===== config.mk =====
export PLATFORM = sky130hd
export DESIGN_NAME = acc_out_shaper
export DESIGN_NICKNAME = d
export VERILOG_FILES = /design/src/rtl/oshp_pkg.sv /design/src/rtl/oshp_cfg_regs.sv /design/src/rtl/oshp_round.sv /design/src/rtl/oshp_window.sv /design/src/rtl/oshp_limit.sv /design/src/rtl/acc_out_shaper.sv
export SDC_FILE = /design/constraint.sdc
export NUM_CORES = 1
export LEC_CHECK = 0
export BUFFER_PORTS_ARGS = -buffer_cell sky130_fd_sc_hd__buf_2
export CAP_MARGIN = 10
export CORE_MARGIN = 3
export CORE_UTILIZATION = 45
export CTS_CLUSTER_DIAMETER = 60
export DETAILED_ROUTE_END_ITERATION = 7
export SLEW_MARGIN = 15
export SYNTH_ARGS = -nofsm -noshare
export SYNTH_HDL_FRONTEND = slang
export SYNTH_SLANG_ARGS = --single-unit
export TNS_END_PERCENT = 30

===== constraint.sdc =====
create_clock -name clk -period 11.6 [get_ports clk]
set_input_delay 2.32 -clock clk [delete_from_list [all_inputs] [get_ports clk]]
set_output_delay 2.32 -clock clk [all_outputs]
set_load 0.05 [all_outputs]

===== src/rtl/oshp_pkg.sv =====
package oshp_pkg;

  typedef enum logic [1:0] {
    REG_CTRL  = 2'd0,
    REG_UPPER = 2'd1,
    REG_LOWER = 2'd2,
    REG_SPARE = 2'd3
  } oshp_reg_e;

  localparam int unsigned ADDR_W = 2;

endpackage


===== src/rtl/oshp_cfg_regs.sv =====
module oshp_cfg_regs
  import oshp_pkg::*;
#(
  parameter int unsigned OUT_W = 16,
  parameter int unsigned SEL_W = 6
) (
  input  logic                    clk,
  input  logic                    rst_n,
  input  logic                    wr_en,
  input  logic [ADDR_W-1:0]       wr_addr,
  input  logic [OUT_W-1:0]        wr_data,
  output logic [SEL_W-1:0]        win_lsb,
  output logic [SEL_W-1:0]        round_pos,
  output logic                    round_en,
  output logic                    limit_en,
  output logic signed [OUT_W-1:0] upper_lim,
  output logic signed [OUT_W-1:0] lower_lim
);

  localparam int unsigned WIN_LO = 0;
  localparam int unsigned RND_LO = SEL_W;
  localparam int unsigned REN_B  = 2 * SEL_W;
  localparam int unsigned LEN_B  = 2 * SEL_W + 1;

  localparam logic [OUT_W-1:0] MAX_W = {1'b0, {(OUT_W-1){1'b1}}};
  localparam logic [OUT_W-1:0] MIN_W = {1'b1, {(OUT_W-1){1'b0}}};

  oshp_reg_e sel;
  assign sel = oshp_reg_e'(wr_addr);

  always_ff @(posedge clk) begin
    if (!rst_n) begin
      win_lsb   <= '0;
      round_pos <= '0;
      round_en  <= 1'b0;
      limit_en  <= 1'b0;
      upper_lim <= MAX_W;
      lower_lim <= MIN_W;
    end else if (wr_en) begin
      case (sel)
        REG_CTRL: begin
          win_lsb   <= wr_data[WIN_LO +: SEL_W];
          round_pos <= wr_data[RND_LO +: SEL_W];
          round_en  <= wr_data[REN_B];
          limit_en  <= wr_data[LEN_B];
        end
        REG_UPPER: upper_lim <= wr_data;
        REG_LOWER: lower_lim <= wr_data;
        default: ;
      endcase
    end
  end

endmodule


===== src/rtl/oshp_round.sv =====
module oshp_round #(
  parameter int unsigned ACC_W = 40,
  parameter int unsigned SEL_W = 6,
  localparam int unsigned EXT_W = ACC_W + 1
) (
  input  logic [ACC_W-1:0] acc,
  input  logic             round_en,
  input  logic [SEL_W-1:0] round_pos,
  output logic [EXT_W-1:0] rounded,
  output logic             round_active
);

  function automatic logic [EXT_W-1:0] round_half_up(
    input logic [ACC_W-1:0] a,
    input logic [SEL_W-1:0] pos
  );
    logic [EXT_W-1:0] ext;
    logic [EXT_W-1:0] half;
    logic [EXT_W-1:0] keep;
    ext  = {a[ACC_W-1], a};
    half = (pos == '0) ? '0 : (EXT_W'(1) << (pos - SEL_W'(1)));
    keep = ~((EXT_W'(1) << pos) - EXT_W'(1));
    return (ext + half) & keep;
  endfunction

  assign round_active = round_en && (round_pos != '0);
  assign rounded = round_active ? round_half_up(acc, round_pos)
                                : {acc[ACC_W-1], acc};

endmodule


===== src/rtl/oshp_window.sv =====
module oshp_window #(
  parameter int unsigned ACC_W = 40,
  parameter int unsigned OUT_W = 16,
  parameter int unsigned SEL_W = 6,
  localparam int unsigned EXT_W = ACC_W + 1
) (
  input  logic [EXT_W-1:0]        rounded,
  input  logic [SEL_W-1:0]        win_lsb,
  output logic signed [OUT_W-1:0] win_val,
  output logic                    sat_hi,
  output logic                    sat_lo
);

  localparam logic signed [EXT_W-1:0] HI_EXT =
    {{(EXT_W-OUT_W+1){1'b0}}, {(OUT_W-1){1'b1}}};
  localparam logic signed [EXT_W-1:0] LO_EXT =
    {{(EXT_W-OUT_W+1){1'b1}}, {(OUT_W-1){1'b0}}};

  function automatic logic signed [EXT_W-1:0] take_window(
    input logic [EXT_W-1:0] v,
    input logic [SEL_W-1:0] lsb
  );
    return $signed(v) >>> lsb;
  endfunction

  logic signed [EXT_W-1:0] shifted;

  assign shifted = take_window(rounded, win_lsb);
  assign sat_hi  = shifted > HI_EXT;
  assign sat_lo  = shifted < LO_EXT;

  always_comb begin
    if (sat_hi)      win_val = HI_EXT[OUT_W-1:0];
    else if (sat_lo) win_val = LO_EXT[OUT_W-1:0];
    else             win_val = shifted[OUT_W-1:0];
  end

endmodule


===== src/rtl/oshp_limit.sv =====
module oshp_limit #(
  parameter int unsigned OUT_W = 16
) (
  input  logic signed [OUT_W-1:0] val,
  input  logic                    limit_en,
  input  logic signed [OUT_W-1:0] upper_lim,
  input  logic signed [OUT_W-1:0] lower_lim,
  output logic signed [OUT_W-1:0] res,
  output logic                    clip_hi,
  output logic                    clip_lo
);

  function automatic logic signed [OUT_W-1:0] clamp_ceiling_wins(
    input logic signed [OUT_W-1:0] v,
    input logic signed [OUT_W-1:0] hi,
    input logic signed [OUT_W-1:0] lo
  );
    logic signed [OUT_W-1:0] t;
    t = (v < lo) ? lo : v;
    return (t > hi) ? hi : t;
  endfunction

  logic signed [OUT_W-1:0] floored;

  assign floored = (val < lower_lim) ? lower_lim : val;
  assign clip_lo = limit_en && (val < lower_lim);
  assign clip_hi = limit_en && (floored > upper_lim);
  assign res     = limit_en ? clamp_ceiling_wins(val, upper_lim, lower_lim) : val;

endmodule


===== src/rtl/acc_out_shaper.sv =====
module acc_out_shaper
  import oshp_pkg::*;
#(
  parameter int unsigned ACC_W = 40,
  parameter int unsigned OUT_W = 16
) (
  input  logic              clk,
  input  logic              rst_n,
  input  logic              wr_en,
  input  logic [1:0]        wr_addr,
  input  logic [OUT_W-1:0]  wr_data,
  input  logic [ACC_W-1:0]  acc_in,
  input  logic              in_valid,
  input  logic              oe,
  output logic [OUT_W-1:0]  dout,
  output logic              out_valid
);

  localparam int unsigned SEL_W = $clog2(ACC_W);
  localparam int unsigned EXT_W = ACC_W + 1;

  logic [SEL_W-1:0]        win_lsb;
  logic [SEL_W-1:0]        round_pos;
  logic                    round_en;
  logic                    limit_en;
  logic signed [OUT_W-1:0] upper_lim;
  logic signed [OUT_W-1:0] lower_lim;

  logic [EXT_W-1:0]        rounded;
  logic                    round_active;
  logic signed [OUT_W-1:0] win_val;
  logic                    sat_hi;
  logic                    sat_lo;
  logic signed [OUT_W-1:0] res;
  logic                    clip_hi;
  logic                    clip_lo;
  logic                    take;

  logic [OUT_W-1:0]        dout_q;
  logic                    valid_q;

  oshp_cfg_regs #(.OUT_W(OUT_W), .SEL_W(SEL_W)) u_cfg (
    .clk       (clk),
    .rst_n     (rst_n),
    .wr_en     (wr_en),
    .wr_addr   (wr_addr),
    .wr_data   (wr_data),
    .win_lsb   (win_lsb),
    .round_pos (round_pos),
    .round_en  (round_en),
    .limit_en  (limit_en),
    .upper_lim (upper_lim),
    .lower_lim (lower_lim)
  );

  oshp_round #(.ACC_W(ACC_W), .SEL_W(SEL_W)) u_round (
    .acc          (acc_in),
    .round_en     (round_en),
    .round_pos    (round_pos),
    .rounded      (rounded),
    .round_active (round_active)
  );

  oshp_window #(.ACC_W(ACC_W), .OUT_W(OUT_W), .SEL_W(SEL_W)) u_window (
    .rounded (rounded),
    .win_lsb (win_lsb),
    .win_val (win_val),
    .sat_hi  (sat_hi),
    .sat_lo  (sat_lo)
  );

  oshp_limit #(.OUT_W(OUT_W)) u_limit (
    .val       (win_val),
    .limit_en  (limit_en),
    .upper_lim (upper_lim),
    .lower_lim (lower_lim),
    .res       (res),
    .clip_hi   (clip_hi),
    .clip_lo   (clip_lo)
  );

  assign take = in_valid && oe;

  always_ff @(posedge clk) begin
    if (!rst_n) begin
      dout_q  <= '0;
      valid_q <= 1'b0;
    end else begin
      valid_q <= take;
      dout_q  <= take ? res : '0;
    end
  end

  assign dout      = dout_q;
  assign out_valid = valid_q;

endmodule


==> flow_summary.json, run 1 <==
{
  "yosys-top-cells-area": "dfxtp_1 (10%), ha_1 (7.5%), nand2_1 (6.9%)",
  "fin_crit_sh_pct": 96.3,
  "grt_pass1_vias": 13800,
  "synth-main-ff-cell": "dfxtp_1",
  "routabilityCongestion": 1.05,
  "grt_max_degree": 51,
  "slew_headroom_pct": 26.6,
  "crit_type": "in2reg",
  "hold_viol_final": 0,
  "power.switching_uw": 409,
  "whs_endpoint": "u_cfg.upper_lim[15]",
  "worst_setup_path_end_kind": "flip-flop",
  "cts_root_buffer": "clkbuf_16",
  "ff2ff_setup_slack_ps": 930,
  "hp-class": "reg2reg",
  "dieArea_um2": 28800,
  "routedWlPerCell_um": 25.9,
  "slew_violations": 0,
  "dieHeight_um": 170,
  "clock_sinks": 63,
  "crit_path_max_fanout": 16,
  "cap_violations": 0,
  "finalNetCount": 1950,
  "ioPinCount": 80,
  "r2r_start": "u_cfg.round_pos[2]",
  "ys_seq_area_share_pct": 10.4,
  "core-area_um2": 26200,
  "drc_errors": 0,
  "crit_slowest_cell": "or4_1",
  "nFillCells": 2692,
  "synth.most_common_cell": "nand2_1",
  "clkLatencyLatePin_ps": 340,
  "synth.largest_area_cell": "dfxtp_1",
  "ant_nets": 0,
  "power_frac_seq_pct": 24.3,
  "cts_tree": "done",
  "crit_path_frequent_cell": "a21oi_1",
  "drt_wl_total_um": 55700,
  "postLayoutCellArea_um2": 13700,
  "multi_input_area_um2": 10200,
  "initial_utilization_pct": 46.1,
  "ys_ff_latch": 63,
  "leakage_uw": 0.00556,
  "finClkSkew_ps": 11.9,
  "hold_depth": 2,
  "outcome": "finished clean",
  "syn_nets": 1879,
  "cp.arrival_ps": 11380,
  "grt-ovfl-total": 0,
  "synthesis.area_um2": 12100,
  "vias_per_cell": 7.01,
  "avgSynthCellArea_um2": 6.93,
  "cts_buffer_depth": 2,
  "drive_gt1_share_pct": 18.7,
  "synth.top_cell.area_share_pct": 10.4,
  "drtPass1Iterations": 7,
  "cts_buffers": 9,
  "clockPowerShare_pct": 28.5,
  "grt.total_usage_pct": 37.0,
  "critPathMaxStageDelay_ps": 660,
  "ys_types": 105,
  "grt_pass1_wl_um": 83500,
  "max_freq_ghz": 0.0895,
  "powerDensity_nw_per_um2": 70.2,
  "place.port_buffers": 79,
  "area_delta_synth_final_pct": 13.7,
  "max_slew.worst_pin.slew_ps": 1100,
  "hold_ws_ps": 486,
  "synth_common_cells": "nand2_1 (221), nor2_1 (168), a21oi_1 (122), clkbuf_1 (80), o21ai_0 (77)",
  "yosysWarnings": 0,
  "antenna_found_initial": 0,
  "dp_hpwl_um": 43900,
  "rr_worst_depth": 44,
  "regArea_um2": 1260,
  "power.share.switching_pct": 42.4,
  "synth_edf_count": 0,
  "hp-start": "u_cfg.upper_lim[15]",
  "place_area_um2": 13100,
  "num_vias": 15100,
  "syn_inst": 1743,
  "ir_drop_v": 0.0000838,
  "row_count": 59,
  "clkTransAtPathRegs_ps": 50,
  "start_kind": "primary input",
  "cp.required_ps": 11810,
  "n_antenna_cell": 0,
  "pwr-share-comb_pct": 47.2,
  "drtIter0Drc": 2193,
  "min_period_ps": 11170,
  "die_x_um": 170,
  "setup_viol": 0,
  "h-tree-depth": 3,
  "internal_power_uw": 555,
  "r2r-end": "dout[12]",
  "ys_async_sr_fraction_pct": 0
}
-- power groups by stage --
stage          clock network (uW)  logic (uW)  registers (uW)
5_1_grt                       288         486             234
3_5_place_dp                    0         428             238
3_3_place_gp                    0         428             238
2_1_floorplan                   0         276             243
6_report                      275         455             234
4_1_cts                       277         431             234
-- per-stage QoR --
| stage | std cells | util (%) | total power [uW] | setup slack (ps) | TNS (ps) |
|---|---|---|---|---|---|
| 2_1_floorplan | 1743 | - | 519 | 598 | 0 |
| 3_3_place_gp | 2125 | 49.9 | 666 | 134 | 0 |
| 3_5_place_dp | 2125 | 49.9 | 666 | -11.9 | -22.3 |
| 4_1_cts | 2141 | 51.0 | 941 | 240 | 0 |
| 5_1_grt | 2154 | 52.4 | 1010 | -69.4 | -510 |
| 6_report | 2154 | 52.4 | 964 | 429 | 0 |
-- kinds of logic after synthesis --
group | share of synthesized area (%)
compound gates | 38.1
flops | 10.4
fa+ha+maj | 7.63
mux | 6.45
simple gates | 28.7
buf+inv | 7.27
xor+xnor | 1.38
-- routing by layer --
layer  GRT usage [%]  share of wire (%)  up-vias
li1                -                  -     6843
met1            52.2                 43     7153
met2            55.1                 43      961
met3            7.90                 10      151
met4            14.3                4.2        0
met5               0                  0        -
-- worst max path at each step --
stage	from	end	slack, ps	depth (start not counted)
5_1_grt	acc_in[20]	dout[2]	-70	42
3_5_place_dp	acc_in[17]	dout[10]	-10	42
3_3_place_gp	acc_in[17]	dout[7]	130	42
4_1_cts	acc_in[17]	dout[10]	240	42
2_1_floorplan	acc_in[1]	dout[14]	600	44
6_report	acc_in[25]	dout[12]	430	40
-- worst max-delay path, delay by kind of cell --
family	cells	cell delay [ps]
compound gates	17	4210
fa+ha+maj	3	860
simple gates	14	2850
buf+inv	6	1080
-- final cells by class --
cell class,count,share of cell area [%]
Sequential cell,63,9.21
Inverter,74,2.02
Tap cell,335,3.05
Multi-Input combinational cell,1474,74.3
Timing Repair Buffer,192,9.18
Clock inverter,6,0.520
Clock buffer,10,1.67
-- placed cells by master (no fill, tap or decap), types with 10 or more instances in the layout --
cell type  instances
a211o_1           15
a211oi_1          44
a21boi_0          36
a21o_1            18
a21oi_1          120
a31oi_1           15
and2_1            14
and3_1            10
and4_1            10
buf_2             79
buf_4            111
dfxtp_1           61
ha_1              63
inv_1             72
mux2_2            10
mux2i_1           43
mux4_2            10
nand2_1          220
nand2b_1          14
nand3_1           35
nand4_1           47
nor2_1           167
nor3_1            60
nor3b_1           11
nor4_1            24
o211a_1           11
o211ai_1          44
o21a_1            13
o21ai_0           71
o21ai_1           17
o221ai_1          19
o31ai_1           19
or2_2             12
or3_1             18
xnor2_1           15
-- flip-flops by register name (all words and copies together), names as in the netlist --
name and flops:
u_cfg.win_lsb 6, out_valid 1, u_cfg.limit_en 1, u_cfg.round_en 1, dout 16, u_cfg.upper_lim 16, u_cfg.round_pos 6, u_cfg.lower_lim 16
-- timing repair --
item | CTS | global route
resized for setup | 0 | 57
hold buffers | 0 | 0
setup endpoints to repair | 0 | 16
buffers inserted | 0 | 13
(Power assumes the default switching activity.)
==> inputs of run 2 (changes only) <==
--- a/config.mk
+++ b/config.mk
@@ -5,6 +5,7 @@
 export SDC_FILE = /design/constraint.sdc
 export NUM_CORES = 1
 export LEC_CHECK = 0
+export ABC_AREA = 1
 export BUFFER_PORTS_ARGS = -buffer_cell sky130_fd_sc_hd__buf_2
 export CAP_MARGIN = 10
 export CORE_MARGIN = 3
==> run 2 against run 1 <==
Hold slack worse by 0.68 ps; non-clock buffer count fell by 99; largest cell class unchanged; core utilization is 3.1 points lower; register-to-register slack got worse by 160 ps; sequential power grew 2%; synthesized cell count rose by 34%; sequential cell count unchanged.
==> flow_summary.json, run 2 <==
{
  "dieHeight_um": 169,
  "cts_tree": "done",
  "dieArea_um2": 28700,
  "synth-main-ff-cell": "dfxtp_1",
  "setup_tns_ps": 0,
  "area_delta_synth_final_pct": 7.19,
  "h-tree-depth": 3,
  "finClkSkew_ps": 9.20,
  "drive_gt1_share_pct": 8.21,
  "grt-ovfl-total": 0,
  "hold_viol_final": 0,
  "ir_drop_v": 0.0000802,
  "clock_sinks": 63,
  "synth.top_cell.area_share_pct": 24.7,
  "slew_violations": 0,
  "min_period_ps": 10830,
  "rsz0062_at_grt": "false",
  "powerDensity_nw_per_um2": 84.7,
  "start_kind": "flip-flop",
  "regArea_um2": 1260,
  "slew_headroom_pct": 30.6,
  "final_common_cell": "nand2_1",
  "row_count": 59,
  "final_cell_mix": "nand2_1 (787), nand3_1 (443), inv_1 (306)",
  "power.switching_uw": 522,
  "post_cts_buffers": 0,
  "dp_hpwl_um": 43100,
  "power_frac_seq_pct": 21.9,
  "grt.total_usage_pct": 35.4,
  "critPathMaxStageDelay_ps": 670,
  "final_util_pct": 49.2,
  "routedWlPerCell_um": 19.2,
  "yosys-top-cells-area": "nand2_1 (25%), nand3_1 (18%), dfxtp_1 (11%)",
  "ys_async_sr_fraction_pct": 0,
  "cp.arrival_ps": 11070,
  "setup_viol": 0,
  "grt_pass1_vias": 13900,
  "yosysWarnings": 0,
  "synth.largest_area_cell": "nand2_1",
  "num_vias": 15500,
  "max_freq_ghz": 0.0923,
  "cts_buffers": 9,
  "multi_input_area_um2": 9170,
  "cts_hold_buffers": 0,
  "crit_slowest_cell": "dfxtp_1",
  "cp.required_ps": 11840,
  "fin_crit_sh_pct": 93.4,
  "finalNetCount": 2495,
  "power.share.switching_pct": 47.9,
  "avgSynthCellArea_um2": 5.13,
  "worst_setup_path_end_kind": "flip-flop",
  "drc_errors": 0,
  "grt_pass1_wl_um": 79800,
  "antenna_found_initial": 0,
  "drtPass1Iterations": 7,
  "synth.most_common_cell": "nand2_1",
  "die_x_um": 169,
  "cts_buffer_depth": 2,
  "grt_max_degree": 48,
  "ys_ff_latch": 63,
  "syn_inst": 2339,
  "ioPinCount": 80,
  "synth_edf_count": 0,
  "cts_resized": 0,
  "ant_nets": 0,
  "synth_common_cells": "nand2_1 (788), nand3_1 (443), inv_1 (306), nor2_1 (192), a21oi_1 (96)",
  "synthesis.area_um2": 12000,
  "crit_path_max_fanout": 17,
  "cap_violations": 0,
  "internal_power_uw": 568,
  "leakage_uw": 0.00757,
  "vias_per_cell": 5.73,
  "syn_nets": 2475,
  "core-area_um2": 26100,
  "hp-class": "reg2reg",
  "cts_root_buffer": "clkbuf_16",
  "crit_type": "reg2reg",
  "ys_seq_area_share_pct": 10.5,
  "crit_path_frequent_cell": "nand2_1",
  "pwr-share-comb_pct": 54.4,
  "nFillCells": 2996,
  "ys_types": 51,
  "initial_utilization_pct": 45.9,
  "drt_wl_total_um": 51700,
  "routabilityCongestion": 1.04,
  "max_slew.worst_pin.slew_ps": 1040,
  "clkLatencyLatePin_ps": 340,
  "n_antenna_cell": 0,
  "ff2ff_setup_slack_ps": 770,
  "clockPowerShare_pct": 23.7,
  "outcome": "finished clean",
  "place.port_buffers": 79,
  "drtIter0Drc": 2099,
  "clkTransAtPathRegs_ps": 60
}
## run 2: power by group through the flow
stage / registers (uW) / clock network [uW] / logic [uW]
finish: 239 / 258 / 592
global route: 240 / 268 / 656
detailed placement: 243 / 0 / 568
global placement: 243 / 0 / 565
CTS: 239 / 259 / 573
floorplan: 246 / 0 / 410
## run 2: stage by stage
stage          cells  instance area [um^2]  total power, uW  hold WS [ps]  worst slack [ps]
3_3_place_gp    2683                 12500              808           471               529
5_1_grt         2698                 12900             1160           507              28.1
6_report        2698                 12900             1090           486               771
2_1_floorplan   2339                 12000              657           447              2590
3_5_place_dp    2683                 12500              811           476               194
4_1_cts         2698                 12800             1070           484               443
## run 2: cell families after synthesis
group                      Yosys count  synth area share [%]
buffers and inverters              409                  13.4
DFF                                 63                  10.5
adders and majority gates           73                  7.67
and+or+nand+nor                   1562                  57.5
AOI/OAI and AO/OA                  224                  10.3
xor gates and xnor gates             8                 0.584
## run 2: worst max-delay path: cells and delay by family (launching register included)
family | cells | cell delay (ps)
buffers and inverters | 7 | 1030
adders and majority gates | 3 | 990
and+or+nand+nor | 41 | 5880
AOI/OAI and AO/OA | 11 | 2140
DFF | 1 | 670
## run 2: metal layers
layer	wire length, um	global-route usage, %	part of all wire (%)
met5	0	0	0
met3	4890	5.15	9.5
met4	962	7.22	1.9
met1	24300	53.6	47
met2	21600	53.1	42
## run 2: path summary, 6_finish.rpt
check,depth (start not counted),startpoint,endpoint
worst min-delay path,2,u_cfg.lower_lim[12],u_cfg.lower_lim[12]
worst min register to register,2,u_cfg.lower_lim[12],u_cfg.lower_lim[12]
worst max-delay path,62,u_cfg.round_pos[2],dout[15]
worst max register to register,62,u_cfg.round_pos[2],dout[15]
## run 2: final cells by class
type                    instances  area share (%)
clock buffers                  13            2.10
flip-flops and latches         63            9.82
multi-input cells            1867            71.3
inverters                     325            9.50
repair buffers                 93            3.89
well taps                     335            3.26
clock inverters                 2           0.117
==> inputs of run 3 (changes only) <==
--- a/config.mk
+++ b/config.mk
@@ -12,8 +12,10 @@
 export CORE_UTILIZATION = 45
 export CTS_CLUSTER_DIAMETER = 60
 export DETAILED_ROUTE_END_ITERATION = 7
+export MAX_ROUTING_LAYER = met4
+export REMOVE_ABC_BUFFERS = 1
 export SLEW_MARGIN = 15
 export SYNTH_ARGS = -nofsm -noshare
 export SYNTH_HDL_FRONTEND = slang
 export SYNTH_SLANG_ARGS = --single-unit
-export TNS_END_PERCENT = 30
+export TNS_END_PERCENT = 1
==> run 3 against run 2 <==
Sequential power about the same; via count increased by 0.45%; hold slack about the same; power increased by 3.9%; cell count about the same; register-to-register slack improved by 60 ps; clock-buffer cell count decreased by 3; non-clock buffer count decreased by 3; sequential cell count unchanged; largest cell class unchanged.
==> flow_summary.json, run 3 (synthesized netlist as in run 2, its figures left out) <==
{
  "cts_root_buffer": "clkbuf_16",
  "die_x_um": 169,
  "outcome": "finished clean",
  "powerDensity_nw_per_um2": 88.0,
  "row_count": 59,
  "max_slew.worst_pin.slew_ps": 1110,
  "r2r_start": "u_cfg.round_pos[3]",
  "rsz0062_at_grt": "false",
  "fin_crit_sh_pct": 93.9,
  "place.port_buffers": 79,
  "finalNetCount": 2492,
  "cts_buffers": 9,
  "antenna_found_initial": 0,
  "drtIter0Drc": 1829,
  "slew_headroom_pct": 25.5,
  "clkTransAtPathRegs_ps": 60,
  "dieArea_um2": 28700,
  "crit_path_max_fanout": 20,
  "ff2ff_setup_slack_ps": 830,
  "h-tree-depth": 3,
  "cts_buffer_depth": 2,
  "max_freq_ghz": 0.0918,
  "hp-start": "u_cfg.upper_lim[15]",
  "place_area_um2": 12500,
  "ant_nets": 0,
  "drc_errors": 0,
  "setup_viol": 0,
  "grt_max_degree": 48,
  "postLayoutCellArea_um2": 12900,
  "drt_wl_total_um": 50000,
  "min_period_ps": 10890,
  "worst_setup_path_end_kind": "flip-flop",
  "cts_tree": "done",
  "whs_endpoint": "u_cfg.upper_lim[15]",
  "area_delta_synth_final_pct": 7.18,
  "vias_per_cell": 5.76,
  "final_common_cell": "nand2_1",
  "n_antenna_cell": 0,
  "dp_hpwl_um": 41500,
  "final_cell_mix": "nand2_1 (788), nand3_1 (443), inv_1 (304)",
  "hp-class": "reg2reg",
  "clkLatencyLatePin_ps": 340,
  "cp.required_ps": 11780,
  "clock_sinks": 63,
  "grt.total_usage_pct": 35.1,
  "crit_slowest_cell": "o31ai_1",
  "num_vias": 15500,
  "cts_hold_buffers": 0,
  "hold_viol_final": 0,
  "crit_type": "in2reg",
  "grt-ovfl-total": 0,
  "finClkSkew_ps": 10.4,
  "drtPass1Iterations": 5,
  "r2r-end": "dout[4]",
  "ioPinCount": 80,
  "grt_pass1_wl_um": 77500,
  "slew_violations": 0,
  "core-area_um2": 26100,
  "dieHeight_um": 169,
  "routedWlPerCell_um": 18.6,
  "initial_utilization_pct": 45.9,
  "cp.arrival_ps": 11080,
  "critPathMaxStageDelay_ps": 580,
  "leakage_uw": 0.00758,
  "start_kind": "primary input",
  "ir_drop_v": 0.0000936,
  "hold_depth": 2,
  "drive_gt1_share_pct": 8.05,
  "cap_violations": 0,
  "routabilityCongestion": 1.11,
  "hold_ws_ps": 486,
  "rr_worst_depth": 49,
  "setup_tns_ps": 0,
  "grt_pass1_vias": 14000,
  "final_util_pct": 49.2
}
[run 3: cell types whose count changed in the layout (fill, tap and decap cells not counted), moves of 2 or more]
cell        delta
buf_4          -3
bufinv_16      +2
clkbuf_8       -2
clkinv_1       +2
clkinvlp_4     -2
inv_1          -2
inv_6          +2
[run 3: layout make-up]
cell class                 count  area (um^2)
sequential                    63         1260
timing repair buffer          90          478
multi-input combinational   1867         9150
tap                          335          419
inverter                     325         1220
clock buffer                  10          239
clock inverter                 6         91.3
fill                        3040        13300
[run 3: repair_timing]
item / in CTS / in global routing
buffers inserted: 0 / 0
gates resized for setup: 0 / 1
setup endpoints to repair: 0 / 16
[run 3: critical path, delay by kind of cell]
family | cells | cell delay, ps
AND/OR/NAND/NOR | 22 | 3910
adder cells (fa/ha/maj) | 4 | 1350
AO/OA/AOI/OAI | 12 | 2490
buffers and inverters | 8 | 960
[run 3: metal layers]
layer	wire length [um]	global-route usage, %	vias up
met5	0	-	-
met4	1230	8.04	0
met3	5220	7.59	73
met2	20400	50.0	777
met1	23200	50.4	7067
li1	-	-	7615
[run 3: stage by stage]
step                worst slack [ps]  std cells  total power [uW]
floorplan                        716       2255               639
global placement                 505       2680               813
detailed placement               333       2680               815
CTS                              649       2696              1120
global route                    23.2       2696              1210
finish                           706       2696              1130
[run 3: power breakdown]
part	leakage [uW]	internal (uW)	switching, uW
sequential	0.000516	228	11.3
clock	0.000163	195	107
combinational	0.00690	179	412
total	0.00758	602	530
[run 3: how the worst max path moves through the flow]
| stage | endpoint | from | cells after the start |
|---|---|---|---|
| floorplan | dout[13] | acc_in[0] | 39 |
| global placement | dout[7] | acc_in[0] | 46 |
| detailed placement | dout[11] | acc_in[0] | 46 |
| CTS | dout[7] | acc_in[0] | 46 |
| global route | dout[0] | acc_in[0] | 46 |
| finish | dout[4] | acc_in[0] | 46 |
